<file path="src/rtl/gfx_irq_pkg.sv">
package gfx_irq_pkg;
  localparam int SRC_N     = 3;
  localparam int SRC_FLUSH = 0;
  localparam int SRC_FRAME = 1;
  localparam int SRC_OOM   = 2;

  typedef enum logic [2:0] {
    RSEL_STATUS = 3'd0,
    RSEL_EN_SET = 3'd1,
    RSEL_EN_CLR = 3'd2,
    RSEL_BASE   = 3'd3,
    RSEL_SIZE   = 3'd4,
    RSEL_NONE   = 3'd7
  } rsel_e;

  typedef struct packed {
    logic status;
    logic en_set;
    logic en_clr;
    logic base;
    logic size;
  } wr_hit_t;
endpackage

</file>
<file path="src/rtl/gfx_irq_decode.sv">
module gfx_irq_decode
  import gfx_irq_pkg::*;
#(
  parameter int ADDR_W = 5
) (
  input  logic              bus_sel,
  input  logic              bus_we,
  input  logic [ADDR_W-1:0] bus_addr,
  output wr_hit_t           wr_hit,
  output logic              rd_en,
  output rsel_e             rd_sel
);
  localparam int IDX_W = ADDR_W - 2;

  logic [IDX_W-1:0] word_idx;
  rsel_e            sel;

  assign word_idx = bus_addr[ADDR_W-1:2];

  always_comb begin
    case (word_idx)
      IDX_W'(0): sel = RSEL_STATUS;
      IDX_W'(1): sel = RSEL_EN_SET;
      IDX_W'(2): sel = RSEL_EN_CLR;
      IDX_W'(3): sel = RSEL_BASE;
      IDX_W'(4): sel = RSEL_SIZE;
      default:   sel = RSEL_NONE;
    endcase
  end

  always_comb begin
    wr_hit        = '0;
    wr_hit.status = bus_sel && bus_we && (sel == RSEL_STATUS);
    wr_hit.en_set = bus_sel && bus_we && (sel == RSEL_EN_SET);
    wr_hit.en_clr = bus_sel && bus_we && (sel == RSEL_EN_CLR);
    wr_hit.base   = bus_sel && bus_we && (sel == RSEL_BASE);
    wr_hit.size   = bus_sel && bus_we && (sel == RSEL_SIZE);
  end

  assign rd_en  = bus_sel && !bus_we;
  assign rd_sel = sel;
endmodule

</file>
<file path="src/rtl/gfx_irq_bank.sv">
module gfx_irq_bank #(
  parameter int NSRC = 3
) (
  input  logic            clk,
  input  logic            rst,
  input  logic [NSRC-1:0] raise,
  input  logic            ack_we,
  input  logic [NSRC-1:0] ack_bits,
  input  logic            set_we,
  input  logic            clr_we,
  input  logic [NSRC-1:0] mask_bits,
  output logic [NSRC-1:0] status_q,
  output logic [NSRC-1:0] mask_q,
  output logic            irq_q
);
  logic [NSRC-1:0] status_d;
  logic [NSRC-1:0] mask_d;

  for (genvar i = 0; i < NSRC; i++) begin : g_bit
    logic ack_i;
    logic en_up_i;
    logic en_dn_i;
    assign ack_i      = ack_we && ack_bits[i];
    assign en_up_i    = set_we && mask_bits[i];
    assign en_dn_i    = clr_we && mask_bits[i];
    assign status_d[i] = raise[i] | (status_q[i] & ~ack_i);
    assign mask_d[i]   = en_up_i | (mask_q[i] & ~en_dn_i);
  end

  always_ff @(posedge clk) begin
    if (rst) begin
      status_q <= '0;
      mask_q   <= '0;
      irq_q    <= 1'b0;
    end else begin
      status_q <= status_d;
      mask_q   <= mask_d;
      irq_q    <= |(status_q & mask_q);
    end
  end
endmodule

</file>
<file path="src/rtl/gfx_oom_pool.sv">
module gfx_oom_pool #(
  parameter int DATA_W  = 32,
  parameter int POOL_AW = 32,
  parameter int POOL_SW = 32
) (
  input  logic               clk,
  input  logic               rst,
  input  logic               base_we,
  input  logic               size_we,
  input  logic [DATA_W-1:0]  wdata,
  input  logic               mem_req,
  input  logic               consume,
  output logic [POOL_AW-1:0] base_q,
  output logic [POOL_SW-1:0] size_q,
  output logic               cond_q
);
  logic [POOL_SW-1:0] size_d;
  logic               cond_d;

  always_comb begin
    if (size_we)      size_d = wdata[POOL_SW-1:0];
    else if (consume) size_d = '0;
    else              size_d = size_q;
    cond_d = (size_d == '0) && (cond_q || mem_req);
  end

  always_ff @(posedge clk) begin
    if (rst) begin
      base_q <= '0;
      size_q <= '0;
      cond_q <= 1'b0;
    end else begin
      if (base_we) base_q <= wdata[POOL_AW-1:0];
      size_q <= size_d;
      cond_q <= cond_d;
    end
  end
endmodule

</file>
<file path="src/rtl/gfx_irq_ctrl.sv">
module gfx_irq_ctrl
  import gfx_irq_pkg::*;
#(
  parameter int ADDR_W  = 5,
  parameter int DATA_W  = 32,
  parameter int POOL_AW = 32,
  parameter int POOL_SW = 32
) (
  input  logic               clk,
  input  logic               rst,
  input  logic               bus_sel,
  input  logic               bus_we,
  input  logic [ADDR_W-1:0]  bus_addr,
  input  logic [DATA_W-1:0]  bus_wdata,
  output logic [DATA_W-1:0]  bus_rdata,
  input  logic               flush_done,
  input  logic               frame_done,
  input  logic               mem_req,
  input  logic               pool_consume,
  output logic [POOL_AW-1:0] pool_base,
  output logic [POOL_SW-1:0] pool_size,
  output logic               irq
);
  wr_hit_t          wr_hit;
  logic             rd_en;
  rsel_e            rd_sel;
  logic [SRC_N-1:0] raise;
  logic [SRC_N-1:0] status_q;
  logic [SRC_N-1:0] mask_q;
  logic             oom_cond;
  logic [DATA_W-1:0] rd_mux;

  gfx_irq_decode #(.ADDR_W(ADDR_W)) u_dec (
    .bus_sel (bus_sel),
    .bus_we  (bus_we),
    .bus_addr(bus_addr),
    .wr_hit  (wr_hit),
    .rd_en   (rd_en),
    .rd_sel  (rd_sel)
  );

  gfx_oom_pool #(.DATA_W(DATA_W), .POOL_AW(POOL_AW), .POOL_SW(POOL_SW)) u_pool (
    .clk    (clk),
    .rst    (rst),
    .base_we(wr_hit.base),
    .size_we(wr_hit.size),
    .wdata  (bus_wdata),
    .mem_req(mem_req),
    .consume(pool_consume),
    .base_q (pool_base),
    .size_q (pool_size),
    .cond_q (oom_cond)
  );

  always_comb begin
    raise            = '0;
    raise[SRC_FLUSH] = flush_done;
    raise[SRC_FRAME] = frame_done;
    raise[SRC_OOM]   = oom_cond;
  end

  gfx_irq_bank #(.NSRC(SRC_N)) u_bank (
    .clk      (clk),
    .rst      (rst),
    .raise    (raise),
    .ack_we   (wr_hit.status),
    .ack_bits (bus_wdata[SRC_N-1:0]),
    .set_we   (wr_hit.en_set),
    .clr_we   (wr_hit.en_clr),
    .mask_bits(bus_wdata[SRC_N-1:0]),
    .status_q (status_q),
    .mask_q   (mask_q),
    .irq_q    (irq)
  );

  always_comb begin
    case (rd_sel)
      RSEL_STATUS: rd_mux = DATA_W'(status_q);
      RSEL_EN_SET,
      RSEL_EN_CLR: rd_mux = DATA_W'(mask_q);
      RSEL_BASE:   rd_mux = DATA_W'(pool_base);
      RSEL_SIZE:   rd_mux = DATA_W'(pool_size);
      default:     rd_mux = '0;
    endcase
  end

  always_ff @(posedge clk) begin
    if (rst)        bus_rdata <= '0;
    else if (rd_en) bus_rdata <= rd_mux;
  end
endmodule

</file>
<file path="config.mk">
export PLATFORM = sky130hd
export DESIGN_NAME = gfx_irq_ctrl
export DESIGN_NICKNAME = d
export VERILOG_FILES = /design/src/rtl/gfx_irq_pkg.sv /design/src/rtl/gfx_irq_decode.sv /design/src/rtl/gfx_irq_bank.sv /design/src/rtl/gfx_oom_pool.sv /design/src/rtl/gfx_irq_ctrl.sv
export SDC_FILE = /design/constraint.sdc
export NUM_CORES = 1
export LEC_CHECK = 0
export ABC_CLOCK_PERIOD_IN_PS = 1600
export BUFFER_PORTS_ARGS = -buffer_cell sky130_fd_sc_hd__buf_4
export CORE_MARGIN = 5
export CORE_UTILIZATION = 45
export DETAILED_ROUTE_END_ITERATION = 7
export PLACE_DENSITY_LB_ADDON = 0.3
export REMOVE_ABC_BUFFERS = 1
export SYNTH_ARGS = -nofsm -noshare
export SYNTH_HDL_FRONTEND = slang
export SYNTH_SLANG_ARGS = --single-unit
</file>
<file path="constraint.sdc">
create_clock -name clk -period 1.6 [get_ports clk]
set_input_delay 0.24 -clock clk [delete_from_list [all_inputs] [get_ports clk]]
set_output_delay 0.24 -clock clk [all_outputs]
set_load 0.005 [all_outputs]
</file>
### Yosys cells after proc, flatten, opt, wreduce, memory -nomap -nowiden

Cells that the tools add are included.

| word-level totals | value |
|---|---|
| bits in registers | 104 |
| input bits | 45 |
| output and inout port bits | 97 |
| logic and storage cells | 62 |

| operators by class | value |
|---|---|
| equality and inequality tests | 8 |
| multiplexer cells | 4 |
| bitwise operators | 19 |
| reduce and logical (&&, ||, !) cells | 24 |

Operators by type and width:

| kind | count |
|---|---|
| case mux 32 bit (4 select lines) | 1 |
| two-way mux 32 bit | 2 |
| zero test 32 bit | 1 |
| logical AND 1 bit | 17 |
| case mux 3 bit (5 select lines) | 1 |
| == test 3 x 2 -> 1 bit (second input constant) | 4 |
| bitwise AND 1 bit | 6 |
| == test 3 x 1 -> 1 bit (second input constant) | 2 |
| == test 3 bit (second input constant) | 2 |
| zero test 3 bit | 2 |
| NOT 1 bit | 6 |
| bitwise OR 1 bit | 6 |
| bitwise AND 3 bit | 1 |
| OR reduction 3 bit | 1 |
| OR reduction 2 bit | 1 |
| zero test 1 bit | 1 |
| logical OR 1 bit | 1 |

### Longest topological paths before layout

Gate-level depths: netlist (run 1).

| depth | value |
|---|---|
| word-level depth | 8 |
| gate-level depth with buffers | 7 |
| depth with buffers taken out | 4 |

### Hierarchy

Synthesis (run 1) repeated with hierarchy kept, for this count alone.

| unflattened totals | value |
|---|---|
| cells, all modules | 438 |
| area, all modules | 4558.1 um^2 |

Modules (own cells, without submodules):

| module | times used | cells each | area each (um^2) |
|---|---|---|---|
| gfx_oom_pool | 1 | 242 | 2384.8 |
| gfx_irq_ctrl | 1 | 160 | 1815.5 |
| gfx_irq_bank | 1 | 24 | 262.8 |
| gfx_irq_decode | 1 | 12 | 95.1 |

### Worst setup path after synthesis (run 1)

Ideal clock, no wire load.

| timing path | value |
|---|---|
| path kind | input port to flip-flop |
| start point | in bus_wdata[18] |
| end point | reg u_pool.cond_q |
| setup time | 0.074 ns |
| arrival time | 1.628 ns |
| data required time | 1.526 ns |
| slack | -0.102 ns |
| stages on the path | 4 |
| buffers on the path | 0 |
| path through | or4_1 -> or4_1 -> or4_1 -> o21ai_0 |

| between the ends | value |
|---|---|
| cells in the longest elaborated chain, start to end | 3 |

RTL lines:

| element | line | RTL |
|---|---|---|
| start, declared | gfx_irq_ctrl.sv:14 | `input logic [DATA_W-1:0] bus_wdata,` |
| two-way mux 32 bit | gfx_oom_pool.sv:21 | `if (size_we) size_d = wdata[POOL_SW-1:0];` |
| zero test 32 bit | gfx_oom_pool.sv:24 | `cond_d = (size_d == '0) && (cond_q \|\| mem_req);` |
| logical AND 1 bit | gfx_oom_pool.sv:24 |  |
| end signal, assigned | gfx_oom_pool.sv:35 | `cond_q <= cond_d;` |
| end, declared | gfx_oom_pool.sv:15 | `output logic cond_q` |

Every way passes these cells.
A chain may end at the register's enable or synchronous reset.

### Worst setup path after layout (run 1)

Same ends and word-level chain as after synthesis.

==> results.yml, run 1 <==
status:
  outcome: "completed"
min_path:
  hold_class: "input pin to flip-flop"
placement:
  port_buffers: 139
  gp_congestion: 0.830
  dp_hpwl_um: 9650
power:
  seqPwrFrac_pct: 53.6
  switching_share_pct: 24.0
  combPwrFrac_pct: 9.2
  totalPowerFinal_w: 0.00494
  vdd_ir_drop_max_mv: 0.556
  power_density_nw_per_um2: 847
  leakage_nw: 2.33
  clkPwrFrac_pct: 37.2
  switchingPower_w: 0.00119
  internal_power_w: 0.00376
clock_tree:
  cts_tree: "done"
  ctsRootBufferMaster: "clkbuf_8"
  numCtsBuffers: 9
  cts_resized: 0
  clk_pin_slew_worst_paths_ns: 0.10
  cts_setup_buffers: 0
  cts_max_path_buffers: 2
  clock_latency_ns: 0.35
  hold_buffers: 0
  htreeDepth: 3
  cts_sinks: 104
die:
  rows: 35
  start_util_pct: 46.2
  die_area_um2: 11600
  ioPinCount: 142
  die_x_um: 108
  coreArea_um2: 9280
  die_h_um: 108
grt:
  grt_antenna_before_repair: 0
  grt_first_pass_wirelength_um: 22100
  grt.total_usage_pct: 23.8
  grt_overflow: 0
  grt_max_degree: 73
  grt_pass1_vias: 4350
synth:
  ys_warn_count: 0
  yosys-top-cells-area: "dfxtp_1 (49%), nand2_1 (8.8%), a21oi_1 (8.6%)"
  netlist_instances: 510
  synth_most_common_cell: "dfxtp_1"
  synth-compound-area-share_pct: 22.5
  synthAdderAreaFrac_pct: 0
  synth-simple-area-share_pct: 23.8
  muxShareOfSynthArea_pct: 0.700
  yosysTopAreaCellShare_pct: 48.6
  synthArstFlopShare_pct: 0
  synth_common_cells: "dfxtp_1 (104), nand2_1 (100), a21oi_1 (74), clkbuf_1 (40), nor2_1 (39)"
  synth_edf_count: 0
  avgSynthCellArea_um2: 8.41
  synthFlopType: "dfxtp_1"
  synth_xor_area_share_pct: 0
  ys_seq_elements: 104
  synth_seq_area_share_pct: 48.6
  synth_top_family_by_area: "simple AND/OR/NAND/NOR gates"
  yosys.area.top_type: "dfxtp_1"
  synth.distinct_cells: 32
  netlist_area_um2: 4290
detailed_routing:
  dr.pass1.iters: 6
  final_antenna_net_count: 0
  drcViolationCount: 0
  dr_total_vias: 4420
  wire_per_inst_um: 17.6
  routed_wl_um: 13800
  dr.first_iter.drc_count: 205
  via_per_inst: 5.66
timing:
  whs_ns: 0.0845
  finClkSkew_ns: 0.0136
  fin_crit_ns: 1.54
  setup-violations-final: 0
  hold_viol: 0
  rsz0062_at_grt: "false"
  period_share_pct: 96.2
  slew_viol_final: 0
  worst_slew_margin_rel_pct: 63.7
  tightest_slew_ns: 0.537
  max_freq_mhz: 650
  tns_ns: 0
final_layout:
  antenna-diode-count: 0
  drive_gt1_share_pct: 29.1
  areaGrowthSynthToFinish_pct: 36.0
  finish.net_count: 692
worst_setup_path:
  crit_path_top_delay_cell: "or4_4"
  cpPeakStageDelay_ns: 0.54
  path_class: "input pin to flip-flop"
  crit_family: "simple AND/OR/NAND/NOR gates"
  worstPathMaxFanout: 3
  critPathArrivalTime_ns: 1.83
  critical_path_buf_inv_count: 1
  endpoint_kind: "flip-flop"
  cp-start-kind: "input pin"
  critPathRequiredTime_ns: 1.89
  crit_top_cell: "or4_1"
  path_cells: "buf_4, or4_4, or4_1, or4_1, o21ai_0"
job:
  drv_cap: 0
-- logic make-up (layout without fill, tap and decap cells) --
kind of cell | Yosys count | count (layout)
simple gates | 209 | 209
compound gates | 147 | 147
flops | 104 | 104
buf+inv | 47 | 189
mux | 3 | 3
-- power groups by stage --
stage,clock (W),sequential (W),combinational [W]
CTS,0.00186,0.00265,0.000451
finish,0.00184,0.00265,0.000454
global route,0.00198,0.00266,0.000490
global placement,0,0.00271,0.000442
detailed placement,0,0.00271,0.000449
floorplan,0,0.00270,0.000133
-- cell type report --
| type | count | area [um2] |
|---|---|---|
| Timing Repair Buffer | 170 | 1310 |
| Tap cell | 129 | 161 |
| Sequential cell | 104 | 2080 |
| Fill cell | 824 | 3450 |
| Clock inverter | 6 | 90.1 |
| Inverter | 3 | 11.3 |
| Clock buffer | 10 | 138 |
| Multi-Input combinational cell | 359 | 2040 |
-- tightest hold or removal path: cells and delay by family --
family / cells / cell delay [ns]
buf+inv: 1 / 0.07
simple gates: 1 / 0.06
compound gates: 1 / 0.03
-- per-stage QoR --
step	setup slack (ns)	util, %	instance area, um2	cells
2_1_floorplan	-1.40	-	4110	466
3_3_place_gp	-0.327	60.3	5600	765
3_5_place_dp	-0.336	60.3	5600	765
4_1_cts	0.0425	62.7	5820	781
5_1_grt	0.00552	62.8	5830	781
6_report	0.0605	62.8	5830	781
-- placed cells by master, fill, tap and decap left out --
cell / synthesis / layout
a222oi_1: 1 / 1
mux2i_1: 3 / 3
and3_1: 2 / 2
inv_6: 0 / 1
inv_1: 3 / 3
and4_1: 2 / 2
o21ai_0: 1 / 1
nand3b_1: 32 / 32
a22o_1: 29 / 29
nor4_1: 14 / 13
or4_4: 0 / 1
clkinv_2: 0 / 1
nor2_1: 39 / 38
a211oi_1: 3 / 3
clkinv_4: 0 / 1
or4_1: 4 / 3
or3_1: 1 / 1
clkinvlp_4: 0 / 1
a211o_1: 3 / 3
a22oi_1: 29 / 29
a21oi_1: 74 / 74
a221oi_1: 3 / 3
bufinv_16: 0 / 2
nand3_1: 5 / 5
and3b_1: 2 / 2
clkbuf_8: 0 / 10
dfxtp_1: 104 / 104
nor3b_4: 0 / 1
buf_4: 0 / 167
nor4_2: 0 / 1
buf_12: 0 / 3
nand2b_1: 1 / 1
a2bb2oi_1: 3 / 3
nor2_2: 0 / 1
nor2b_1: 3 / 3
nand2_1: 100 / 100
o21a_1: 1 / 1
nor4bb_1: 1 / 1
and4b_1: 1 / 1
nand4_1: 1 / 1
-- final timing paths --
kind                                     from            endpoint  slack [ns]  cells past startpoint
worst min-delay path               frame_done  u_bank.status_q[1]        0.08                      3
worst max-delay path            bus_wdata[18]       u_pool.cond_q        0.06                      5
worst max register to register  u_pool.cond_q       u_pool.cond_q        0.12                      4
worst min register to register   bus_rdata[1]        bus_rdata[1]        0.47                      2
-- routing by layer --
metal	global-route usage, %	up-vias	part of all wire, %
li1	-	2087	-
met1	29.4	2104	40
met2	41.0	200	50
met3	4.32	29	7.9
met4	9.47	0	2.3
met5	0	-	0
-- sequential cells by signal (all words and copies together) (netlist names) --
| signal | cells |
|---|---|
| bus_rdata | 32 |
| u_pool.base_q | 32 |
| u_pool.size_q | 32 |
| u_bank.mask_q | 3 |
| u_bank.status_q | 3 |
| u_bank.irq_q | 1 |
| u_pool.cond_q | 1 |
(Power assumes the default switching activity.)
==> inputs of run 2 (changes only) <==
ABC_CLOCK_PERIOD_IN_PS = 1500   (was 1600)
CORE_UTILIZATION = 50   (was 45)
TNS_END_PERCENT = 50   (was default)
clock period = 1.5 ns   (was 1.6 ns; I/O delays follow)
==> results.yml, run 2 (synthesis gave the netlist of run 1 again) <==
detailed_routing:
  dr_total_vias: 4436
  final_antenna_net_count: 0
  wire_per_inst_um: 17.6
  via_per_inst: 5.82
  routed_wl_um: 13400
  dr.pass1.iters: 5
  drcViolationCount: 0
  dr.first_iter.drc_count: 243
worst_setup_path:
  path_class: "input pin to flip-flop"
  crit_top_cell: "or4_1"
  endpoint_kind: "flip-flop"
  worstPathMaxFanout: 2
  critPathArrivalTime_ns: 1.81
  critPathRequiredTime_ns: 1.80
  crit_path_top_delay_cell: "or4_4"
  cpPeakStageDelay_ns: 0.51
  critical_path_buf_inv_count: 1
  crit_family: "simple AND/OR/NAND/NOR gates"
  cp-start-kind: "input pin"
  path_cells: "buf_4, or4_4, or4_1, or4_1, o21ai_1"
timing:
  tightest_slew_ns: 0.506
  tns_ns: -0.00946
  slew_viol_final: 0
  worst_slew_margin_rel_pct: 65.8
  setup_ws_ns: -0.00946
  setup-violations-final: 1
  max_freq_mhz: 662
  period_share_pct: 101
  fin_crit_ns: 1.51
  finClkSkew_ns: 0.0150
  rsz0062_at_grt: "true"
  hold_viol: 0
placement:
  gp_congestion: 0.889
  port_buffers: 139
  placed_cells: 746
  dp_hpwl_um: 9390
clock_tree:
  numCtsBuffers: 9
  cts_tree: "done"
  cts_max_path_buffers: 2
  clk_pin_slew_worst_paths_ns: 0.11
  cts_setup_buffers: 0
  ctsRootBufferMaster: "clkbuf_8"
  htreeDepth: 3
  clock_latency_ns: 0.37
  cts_sinks: 104
die:
  ioPinCount: 142
  die_x_um: 103
  die_area_um2: 10500
  start_util_pct: 51.7
  coreArea_um2: 8300
  rows: 33
  die_h_um: 103
power:
  clkPwrFrac_pct: 35.6
  switching_share_pct: 25.7
  seqPwrFrac_pct: 54.9
  power_density_nw_per_um2: 889
  switchingPower_w: 0.00133
  vdd_ir_drop_max_mv: 0.405
  combPwrFrac_pct: 9.5
  internal_power_w: 0.00382
  leakage_nw: 2.34
status:
  outcome: "complete, but fails checks"
  violations: "negative setup slack"
grt:
  grt_max_degree: 105
  grt.total_usage_pct: 25.3
  grt_overflow: 0
  grt_antenna_before_repair: 0
  grt_first_pass_wirelength_um: 21100
  grt_pass1_vias: 4324
final_layout:
  layout_commonest_cell: "buf_4"
  areaGrowthSynthToFinish_pct: 35.1
  drive_gt1_share_pct: 29.7
  n_fill_cell: 680
  finish.net_count: 697
  layout.cells.non_filler: 762
  antenna-diode-count: 0
  reg.largest.list: "bus_rdata: 32 flops, u_pool.base_q: 32 flops, u_pool.size_q: 32 flops"
  mostFrequentLayoutCells: "buf_4 (174), dfxtp_1 (104), nand2_1 (100)"
min_path:
  hold_class: "input pin to flip-flop"
job:
  drv_cap: 0
## run 2: timing repair
item,in CTS,in global routing
gates resized for setup,1,2
endpoints found under the setup margin,1,1
hold buffers,0,0
pin swaps,1,0
## run 2: worst paths after layout
kind / startpoint / end / slack, ns / cells past startpoint
worst max-delay path: bus_wdata[17] / u_pool.cond_q / -0.009 / 5
worst min-delay path: flush_done / u_bank.status_q[0] / 0.07 / 3
worst max register to register: u_pool.cond_q / u_pool.cond_q / 0.06 / 4
worst min register to register: bus_rdata[1] / bus_rdata[1] / 0.48 / 2
## run 2: cell type report
| type | instances | area, um2 | share of cell area [%] |
|---|---|---|---|
| flip-flops and latches | 104 | 2080 | 35.9 |
| well taps | 105 | 131 | 2.27 |
| multi-input cells | 359 | 2030 | 35.1 |
| inverters | 3 | 11.3 | 0.194 |
| clock buffers | 9 | 124 | 2.14 |
| clock inverters | 7 | 83.8 | 1.45 |
| repair buffers | 175 | 1330 | 22.9 |
## run 2: layer usage
| layer | vias to the layer above | global-route usage (%) | part of all wire, % |
|---|---|---|---|
| met5 | - | 0 | 0 |
| met4 | 0 | 11.0 | 1.8 |
| met3 | 25 | 4.26 | 9.4 |
| met2 | 224 | 42.2 | 48 |
| met1 | 2085 | 32.2 | 40 |
| li1 | 2102 | - | - |
## run 2: power groups by stage
| stage | logic [W] | clock network [W] | registers (W) |
|---|---|---|---|
| global placement | 0.000471 | 0 | 0.00289 |
| floorplan | 0.000142 | 0 | 0.00288 |
| CTS | 0.000483 | 0.00185 | 0.00283 |
| global route | 0.000530 | 0.00199 | 0.00283 |
| detailed placement | 0.000481 | 0 | 0.00289 |
| finish | 0.000489 | 0.00184 | 0.00283 |
## run 2: tightest hold or removal path, cell delays in order
cell and delay (ns):
buf_4 0.08, a21oi_1 0.03, nor2_1 0.07
## run 2: stage by stage
stage	hold slack [ns]	utilization (%)	total power (W)	setup WS, ns	area, um2
6_report	0.0731	69.8	0.00515	-0.00946	5790
3_3_place_gp	0.431	67.2	0.00336	-0.368	5580
3_5_place_dp	0.453	67.2	0.00337	-0.377	5580
4_1_cts	0.0651	69.8	0.00516	0.00536	5790
5_1_grt	0.0816	69.8	0.00535	-0.0632	5790
2_1_floorplan	0.294	-	0.00303	-1.49	4110
==> inputs of run 3 (changes only) <==
PLACE_DENSITY = 0.79   (was default)
PLACE_DENSITY_LB_ADDON = default   (was 0.3)
==> results.yml, run 3 (synthesis gave the netlist of run 1 again) <==
timing:
  finClkSkew_ns: 0.0126
  period_share_pct: 101
  fin_crit_ns: 1.51
  setup_ws_ns: -0.00880
  worst_slew_margin_rel_pct: 66.6
  slew_viol_final: 0
  setup-violations-final: 1
  max_freq_mhz: 663
  rsz0062_at_grt: "true"
  tightest_slew_ns: 0.497
  hold_viol: 0
grt:
  grt_pass1_vias: 4208
  grt_max_degree: 105
  grt_overflow: 0
  grt.total_usage_pct: 25.8
  grt_antenna_before_repair: 0
  grt_first_pass_wirelength_um: 21500
power:
  power_density_nw_per_um2: 895
  combPwrFrac_pct: 9.4
  clkPwrFrac_pct: 36.1
  switchingPower_w: 0.00124
  seqPwrFrac_pct: 54.5
  internal_power_w: 0.00395
  switching_share_pct: 23.9
  leakage_nw: 2.33
  vdd_ir_drop_max_mv: 0.480
final_layout:
  finish.net_count: 697
  seq_area_um2: 2080
  antenna-diode-count: 0
  final_area_um2: 5790
  reg.largest.list: "bus_rdata: 32 flops, u_pool.base_q: 32 flops, u_pool.size_q: 32 flops"
  final_util_pct: 69.8
  multi_input_area_um2: 2030
  layout_commonest_cell: "buf_4"
  drive_gt1_share_pct: 29.3
  mostFrequentLayoutCells: "buf_4 (173), dfxtp_1 (104), nand2_1 (100)"
  areaGrowthSynthToFinish_pct: 35.1
  n_fill_cell: 691
clock_tree:
  clock_latency_ns: 0.36
  numCtsBuffers: 9
  cts_sinks: 104
  htreeDepth: 3
  ctsRootBufferMaster: "clkbuf_8"
  cts_max_path_buffers: 2
  clk_pin_slew_worst_paths_ns: 0.09
  cts_tree: "done"
  hold_buffers: 0
worst_setup_path:
  rr_worst_depth: 4
  critPathRequiredTime_ns: 1.78
  endpoint_kind: "flip-flop"
  cpPeakStageDelay_ns: 0.51
  cp-start-kind: "input pin"
  rrSetupSlack_ns: 0.07
  worstPathMaxFanout: 2
  rr_startpoint: "u_pool.cond_q"
  crit_top_cell: "or4_1"
  path_cells: "buf_4, or4_4, or4_1, or4_1, o21ai_1"
  path_class: "input pin to flip-flop"
  critPathArrivalTime_ns: 1.79
  r2r_end: "u_pool.cond_q"
  crit_path_top_delay_cell: "or4_4"
detailed_routing:
  wire_per_inst_um: 18.1
  dr.first_iter.drc_count: 326
  dr.pass1.iters: 6
  final_antenna_net_count: 0
  via_per_inst: 5.86
  dr_total_vias: 4451
  routed_wl_um: 13800
  drcViolationCount: 0
die:
  rows: 33
  die_x_um: 103
  coreArea_um2: 8300
  ioPinCount: 142
  die_area_um2: 10500
  die_h_um: 103
  start_util_pct: 51.7
placement:
  gp_congestion: 0.819
  dp_hpwl_um: 9740
  dp_slack_ns: -0.396
  port_buffers: 139
  place_area_um2: 5580
status:
  outcome: "complete, but fails checks"
  violations: "negative setup slack"
job:
  drv_cap: 0
min_path:
  worstHoldEndpoint: "u_bank.status_q[1]"
  hold_path_depth: 3
  hold_class: "input pin to flip-flop"
  min_from: "frame_done"
[run 3: cell count changes in the layout (fill, tap and decap cells not counted), sizes merged]
cell,previous run,this run
clkinvlp,1,2
bufinv,1,2
inv,7,3
[run 3: through the flow]
| stage | cells | total power (W) | setup TNS [ns] | hold slack, ns |
|---|---|---|---|---|
| CTS | 760 | 0.00520 | 0 | 0.0665 |
| global route | 760 | 0.00535 | -0.0501 | 0.0859 |
| detailed placement | 746 | 0.00337 | -0.396 | 0.439 |
| global placement | 746 | 0.00336 | -0.380 | 0.430 |
| floorplan | 466 | 0.00303 | -76.74 | 0.294 |
| finish | 760 | 0.00519 | -0.00880 | 0.0803 |
[run 3: power by group through the flow]
stage / clock network [W] / logic (W) / registers, W
after global placement: 0 / 0.000474 / 0.00289
after CTS: 0.00189 / 0.000485 / 0.00283
after global routing: 0.00199 / 0.000526 / 0.00283
final: 0.00187 / 0.000490 / 0.00283
after floorplan: 0 / 0.000142 / 0.00288
after detailed placement: 0 / 0.000481 / 0.00289
[run 3: metal layers]
metal | global-route usage (%) | part of all wire (%) | vias to the layer above
li1 | - | - | 2095
met1 | 32.6 | 40 | 2155
met2 | 44.2 | 51 | 186
met3 | 5.62 | 8.0 | 15
met4 | 7.47 | 1.1 | 0
met5 | 0 | 0 | -
[run 3: critical path, delay by kind of cell]
family | cells | cell delay [ns]
compound gates | 1 | 0.08
buf+inv | 1 | 0.11
simple gates | 3 | 1.36
[run 3: worst max path at each step]
stage	start	cells past startpoint	to	slack, ns
floorplan	bus_addr[3]	4	u_pool.cond_q	-1.49
global placement	bus_wdata[18]	5	u_pool.cond_q	-0.38
detailed placement	bus_wdata[18]	5	u_pool.cond_q	-0.40
CTS	bus_wdata[19]	5	u_pool.cond_q	0.01
global route	bus_wdata[19]	5	u_pool.cond_q	-0.05
finish	bus_wdata[19]	5	u_pool.cond_q	-0.009
[run 3: layout make-up]
class	instances	area share [%]
sequential	104	35.9
multi-input combinational	359	35.1
timing repair buffer	175	23.0
tap	105	2.27
clock buffer	9	2.14
clock inverter	5	1.45
inverter	3	0.194
[run 3: repair_timing]
item                       4_1_cts  5_1_grt
hold endpoints to repair         0        0
gates cloned                     0        0
gates resized for setup          3        0
buffers inserted                 0        0
setup endpoints to repair        1        1
pin swaps                        1        0
